`config.mk`:
```
export PLATFORM = sky130hd
export DESIGN_NAME = rom_pingpong_filler
export DESIGN_NICKNAME = d
export VERILOG_FILES = /design/src/rtl/filler_pkg.sv /design/src/rtl/fill_ctrl.sv /design/src/rtl/rom_stage.sv /design/src/rtl/write_stage.sv /design/src/rtl/rom_pingpong_filler.sv
export SDC_FILE = /design/constraint.sdc
export NUM_CORES = 1
export LEC_CHECK = 0
export BUFFER_PORTS_ARGS = -buffer_cell sky130_fd_sc_hd__buf_2
export CORE_ASPECT_RATIO = 0.9
export CORE_MARGIN = 1
export CORE_UTILIZATION = 61
export CTS_BUF_LIST = sky130_fd_sc_hd__clkbuf_4
export DETAILED_ROUTE_END_ITERATION = 12
export PLACE_DENSITY = 0.82
export SLEW_MARGIN = 10
export SYNTH_ARGS = -nofsm -noshare
export SYNTH_HDL_FRONTEND = slang
export SYNTH_SLANG_ARGS = --single-unit
```
`constraint.sdc`:
```
create_clock -name clk -period 1.9 [get_ports clk]
set_clock_uncertainty 0.15 [all_clocks]
set_input_delay 0.19 -clock clk [delete_from_list [all_inputs] [get_ports clk]]
set_output_delay 0.19 -clock clk [all_outputs]
set_load 0.03 [all_outputs]
```
`src/rtl/filler_pkg.sv`:
```
package filler_pkg;

  typedef enum logic [1:0] {
    FS_WAIT  = 2'd0,
    FS_RUN   = 2'd1,
    FS_DRAIN = 2'd2
  } fill_state_e;

  // Contents of ROM word k for a given seed and sample width.
  function automatic int rom_word(input int k, input int seed, input int dw);
    return (k + seed) & ((1 << dw) - 1);
  endfunction

  // Free-running ROM pointer step with wrap at the image depth.
  function automatic int next_ptr(input int p, input int depth);
    return (p >= depth - 1) ? 0 : p + 1;
  endfunction

endpackage

```
`src/rtl/fill_ctrl.sv`:
```
module fill_ctrl
  import filler_pkg::*;
#(
  parameter int HALF_W    = 10,
  parameter int ROM_DEPTH = 256,
  localparam int ROM_AW   = (ROM_DEPTH > 1) ? $clog2(ROM_DEPTH) : 1
) (
  input  logic              clk,
  input  logic              rst,
  input  logic              consumer_half,
  input  logic              half_done,
  output logic              issue,
  output logic [HALF_W:0]   issue_addr,
  output logic [ROM_AW-1:0] rom_ptr,
  output logic              target_half,
  output logic              ready,
  output logic              stall
);

  fill_state_e       state_q, state_d;
  logic [HALF_W-1:0] cnt_q;
  logic [ROM_AW-1:0] ptr_q;
  logic              half_q, ready_q, first_q;
  logic              go, last_issue;

  assign go         = first_q || (consumer_half != half_q);
  assign issue      = (state_q == FS_RUN);
  assign stall      = (state_q == FS_WAIT) && !go;
  assign last_issue = issue && (cnt_q == '1);
  assign issue_addr = {half_q, cnt_q};
  assign rom_ptr    = ptr_q;
  assign target_half = half_q;
  assign ready      = ready_q;

  always_comb begin
    state_d = state_q;
    unique case (state_q)
      FS_WAIT:  if (go) state_d = FS_RUN;
      FS_RUN:   if (last_issue) state_d = FS_DRAIN;
      FS_DRAIN: if (half_done) state_d = FS_WAIT;
      default:  state_d = FS_WAIT;
    endcase
  end

  always_ff @(posedge clk) begin
    if (rst) begin
      state_q <= FS_WAIT;
      cnt_q   <= '0;
      ptr_q   <= '0;
      half_q  <= 1'b0;
      ready_q <= 1'b0;
      first_q <= 1'b1;
    end else begin
      state_q <= state_d;
      if (issue) begin
        cnt_q <= cnt_q + 1'b1;
        ptr_q <= ROM_AW'(next_ptr(int'(ptr_q), ROM_DEPTH));
      end
      if (half_done) begin
        half_q  <= ~half_q;
        ready_q <= 1'b1;
        first_q <= 1'b0;
      end
    end
  end

endmodule

```
`src/rtl/rom_stage.sv`:
```
module rom_stage
  import filler_pkg::*;
#(
  parameter int ADDR_W    = 11,
  parameter int DATA_W    = 8,
  parameter int ROM_DEPTH = 256,
  parameter int ROM_SEED  = 1,
  localparam int ROM_AW   = (ROM_DEPTH > 1) ? $clog2(ROM_DEPTH) : 1
) (
  input  logic              clk,
  input  logic              rst,
  input  logic              issue,
  input  logic [ADDR_W-1:0] issue_addr,
  input  logic [ROM_AW-1:0] rom_ptr,
  output logic              s1_valid,
  output logic [ADDR_W-1:0] s1_addr,
  output logic [DATA_W-1:0] s1_data
);

  logic [DATA_W-1:0] mem [ROM_DEPTH];

  for (genvar k = 0; k < ROM_DEPTH; k++) begin : g_word
    assign mem[k] = DATA_W'(rom_word(k, ROM_SEED, DATA_W));
  end

  always_ff @(posedge clk) begin
    if (rst) begin
      s1_valid <= 1'b0;
      s1_addr  <= '0;
      s1_data  <= '0;
    end else begin
      s1_valid <= issue;
      if (issue) begin
        s1_addr <= issue_addr;
        s1_data <= mem[rom_ptr];
      end
    end
  end

endmodule

```
`src/rtl/write_stage.sv`:
```
module write_stage #(
  parameter int ADDR_W = 11,
  parameter int DATA_W = 8,
  localparam int HALF_W = ADDR_W - 1
) (
  input  logic              clk,
  input  logic              rst,
  input  logic              s1_valid,
  input  logic [ADDR_W-1:0] s1_addr,
  input  logic [DATA_W-1:0] s1_data,
  output logic              buf_we,
  output logic [ADDR_W-1:0] buf_addr,
  output logic [DATA_W-1:0] buf_data,
  output logic              half_done
);

  function automatic logic is_half_end(input logic [ADDR_W-1:0] a);
    return a[HALF_W-1:0] == '1;
  endfunction

  assign half_done = buf_we && is_half_end(buf_addr);

  always_ff @(posedge clk) begin
    if (rst) begin
      buf_we   <= 1'b0;
      buf_addr <= '0;
      buf_data <= '0;
    end else begin
      buf_we <= s1_valid;
      if (s1_valid) begin
        buf_addr <= s1_addr;
        buf_data <= s1_data;
      end
    end
  end

endmodule

```
`src/rtl/rom_pingpong_filler.sv`:
```
module rom_pingpong_filler #(
  parameter int ADDR_W    = 11,
  parameter int DATA_W    = 8,
  parameter int ROM_DEPTH = 256,
  parameter int ROM_SEED  = 1
) (
  input  logic              clk,
  input  logic              rst,
  input  logic              consumer_half,
  output logic [ADDR_W-1:0] buf_addr,
  output logic [DATA_W-1:0] buf_data,
  output logic              buf_we,
  output logic              ready,
  output logic              target_half
);

  localparam int HALF_W = ADDR_W - 1;
  localparam int ROM_AW = (ROM_DEPTH > 1) ? $clog2(ROM_DEPTH) : 1;

  logic              issue, stall, half_done, s1_valid;
  logic [ADDR_W-1:0] issue_addr, s1_addr;
  logic [DATA_W-1:0] s1_data;
  logic [ROM_AW-1:0] rom_ptr;

  fill_ctrl #(.HALF_W(HALF_W), .ROM_DEPTH(ROM_DEPTH)) u_ctrl (
    .clk(clk), .rst(rst), .consumer_half(consumer_half),
    .half_done(half_done), .issue(issue), .issue_addr(issue_addr),
    .rom_ptr(rom_ptr), .target_half(target_half), .ready(ready),
    .stall(stall)
  );

  rom_stage #(.ADDR_W(ADDR_W), .DATA_W(DATA_W), .ROM_DEPTH(ROM_DEPTH),
              .ROM_SEED(ROM_SEED)) u_rom (
    .clk(clk), .rst(rst), .issue(issue), .issue_addr(issue_addr),
    .rom_ptr(rom_ptr), .s1_valid(s1_valid), .s1_addr(s1_addr),
    .s1_data(s1_data)
  );

  write_stage #(.ADDR_W(ADDR_W), .DATA_W(DATA_W)) u_wr (
    .clk(clk), .rst(rst), .s1_valid(s1_valid), .s1_addr(s1_addr),
    .s1_data(s1_data), .buf_we(buf_we), .buf_addr(buf_addr),
    .buf_data(buf_data), .half_done(half_done)
  );

endmodule

```
==> flow_summary.ini <==
[finish]
final-seq-area_um2 = 1260
n_fill_cell = 306
final_nets = 322
drive_gt1_frac = 0.182
syn_to_final_growth_pct = 14.3
multi_input_area_um2 = 1240
fin_cells = 366
antenna_cells = 0

[placement]
port_buffers = 24
gp_congestion = 0.925
dp_hpwl_um = 3250
dp.cells = 350
post-place-ws_ns = 0.119

[detailed_routing]
wl_per_cell_um = 13.1
dr.pass1.iters = 6
drt_wl_total_um = 4790
postRouteAntennaNets = 0
vias = 2080
drtIter0Drc = 97
drc = 0
viasPerCell = 5.68

[global_route]
grt_pass1_wl_um = 8270
grt_pass1_vias = 1822
track_usage = 0.236
grt_max_degree = 40
grt-ovfl-total = 0
antenna_found_initial = 0

[floorplan]
initial_core_util = 0.638
die_w_um = 70.8
io_pins = 25
dieArea_um2 = 4520
rows = 22
fp.coreArea_um2 = 4070
die_h_um = 63.9

[synth]
synth_cells = 285
ys_seq_area_frac = 0.486
yosys-top-cells-count = dfxtp_1, nand2_1, a21oi_1, nor2_1, mux2i_1
ys_types = 45
synthTopCellsByArea = dfxtp_1, mux2i_1, a21oi_1
synth_top_cell_by_area = dfxtp_1
syn-num-nets = 294
synth_area_um2 = 2600
syn-mean-instance-area_um2 = 9.11
synth.most_common_cell = dfxtp_1
synth_flop_cell = dfxtp_1
yosysTopAreaCellShare = 0.486
synth_edf_count = 0
yosysWarnings = 0
ys_seq_elements = 63
async_flop_share = 0

[sta]
min_period_ns = 1.71
hold_violations = 0
timing.fmax_mhz = 585
max-slew-margin-rel = 0.696
setup_ws_ns = 0.192
timing.setup.tns_ns = 0
drv_slew = 0
setup-violations-final = 0
fin_hold_ws_ns = 0.0803
worst_pin_slew_ns = 0.456
rsz0062_at_grt = false
fin_crit_sh = 0.899

[critical_path]
path_max_fanout = 8
start_kind = flop
crit_chain = ha_1, ha_1, nand2_1, or3_1, a311oi_1
crit_type = reg2reg
ff2ff_path_depth = 5
worstPathArrival_ns = 1.86
r2r-end = u_rom.s1_data[6]$_SDFFE_PP0P_
r2r_start = u_ctrl.rom_ptr[1]$_SDFFE_PP0P_
critPathRequiredTime_ns = 2.05
crit_top_cell = ha_1
cp-end-kind = flop
max_stage_delay_ns = 0.41
regToRegSetupSlack_ns = 0.19
critical-path-slowest-cell = dfxtp_2

[power]
cellLeakagePower_nw = 1.21
power_density_nw_per_um2 = 896
power_mw = 2.66
irDropWorstVdd_v = 0.00103

[worst_hold_path]
hp-start = rst
hold_path_class = in2reg
min_to = u_ctrl.cnt_q[2]$_SDFFE_PP0P_
worstHoldPathCells = 2

[clock_tree]
cts.path.max_buffers = 2
cts_num_sinks = 63
cts_tree = yes
htreeDepth = 3
worstSkewPairLatency_ns = 0.38
numCtsBuffers = 9
clkTransAtPathRegs_ns = 0.10
cts-root-buf = clkbuf_4

[status]
outcome = completed

[flow_run]
maxCapViolations = 0
cell usage in the layout, fill, tap and decap left out, types with 2 or more instances in the layout:
cell,count
a21oi_1,29
buf_2,24
buf_4,7
bufinv_16,3
clkbuf_4,10
clkinv_2,2
dfxtp_1,62
ha_1,6
inv_1,9
mux2_2,2
mux2i_1,19
nand2_1,38
nand3_1,10
nand4_1,3
nor2_1,29
nor2b_1,4
nor3_1,2
o211ai_1,2
o21a_1,2
o21ai_0,9
o311ai_0,2
o31ai_1,5
o41ai_1,2
or3_1,6
or4_1,6
xnor2_1,2
flip-flops by register name (all words and copies together) (netlist names), 2 cells and up:
signal / cells
u_ctrl.cnt_q: 10
u_ctrl.rom_ptr: 8
u_ctrl.state_q: 2
u_rom.s1_addr: 11
u_rom.s1_data: 8
u_wr.buf_addr: 11
u_wr.buf_data: 8
worst max path at each step:
stage                              startpoint                              to  slack (ns)  cells past startpoint
2_1_floorplan  u_ctrl.rom_ptr[1]$_SDFFE_PP0P_   u_rom.s1_data[6]$_SDFFE_PP0P_        0.25                      5
3_3_place_gp   u_ctrl.rom_ptr[1]$_SDFFE_PP0P_   u_rom.s1_data[6]$_SDFFE_PP0P_        0.18                      5
3_5_place_dp   u_ctrl.rom_ptr[1]$_SDFFE_PP0P_   u_rom.s1_data[6]$_SDFFE_PP0P_        0.12                      5
4_1_cts        u_ctrl.rom_ptr[1]$_SDFFE_PP0P_   u_rom.s1_data[6]$_SDFFE_PP0P_         0.1                      5
5_1_grt          u_ctrl.cnt_q[3]$_SDFFE_PP0P_  u_ctrl.state_q[1]$_SDFFE_PP0P_        0.09                      3
6_report       u_ctrl.rom_ptr[1]$_SDFFE_PP0P_   u_rom.s1_data[6]$_SDFFE_PP0P_        0.19                      5
where the power goes:
| part | switching, mW | internal, mW |
|---|---|---|
| sequential | 0.0259 | 1.35 |
| combinational | 0.0920 | 0.0578 |
| clock | 0.459 | 0.680 |
| total | 0.577 | 2.08 |
layout make-up:
type	instances	area share
Sequential cell	63	0.425
Inverter	9	0.0114
Clock inverter	6	0.0367
Clock buffer	10	0.0253
Tap cell	48	0.0202
Multi-Input combinational cell	198	0.416
Timing Repair Buffer	32	0.0649
cells by family after synthesis:
| logic type | Yosys count | share of synthesized area |
|---|---|---|
| AND/OR/NAND/NOR | 108 | 0.209 |
| XOR/XNOR | 3 | 0.0101 |
| flip-flops | 63 | 0.486 |
| multiplexers | 21 | 0.0819 |
| AO/OA/AOI/OAI | 60 | 0.146 |
| adder cells (fa/ha/maj) | 6 | 0.0289 |
| buffers and inverters | 24 | 0.0385 |
routing by layer:
metal  vias to the layer above  global-route usage  wire length (um)
met1                       953               0.323              2380
li1                       1072                   -                 -
met2                        53               0.345              2130
met5                         -                   0                 0
met3                         2              0.0962               265
met4                         0              0.0625                18
per-stage QoR:
step                      area (um^2)   util
after floorplan                  2600      -
after global placement           2780  0.683
after detailed placement         2780  0.683
after CTS                        2970  0.729
after global routing             2970  0.729
final                            2970  0.729
worst max-delay path: cells and delay by family (launching register included):
kind                       cells  cell delay, ns
and+or+nand+nor                2            0.39
AOI/OAI and AO/OA              1            0.25
adders and majority gates      2            0.42
DFF                            1            0.41
repair_timing:
item / 4_1_cts / 5_1_grt
hold endpoints to repair: 0 / 0
gates resized for setup: 0 / 1
hold buffers: 0 / 0
setup endpoints to repair: 0 / 1
buffers inserted: 0 / 0
(Power assumes the default switching activity.)
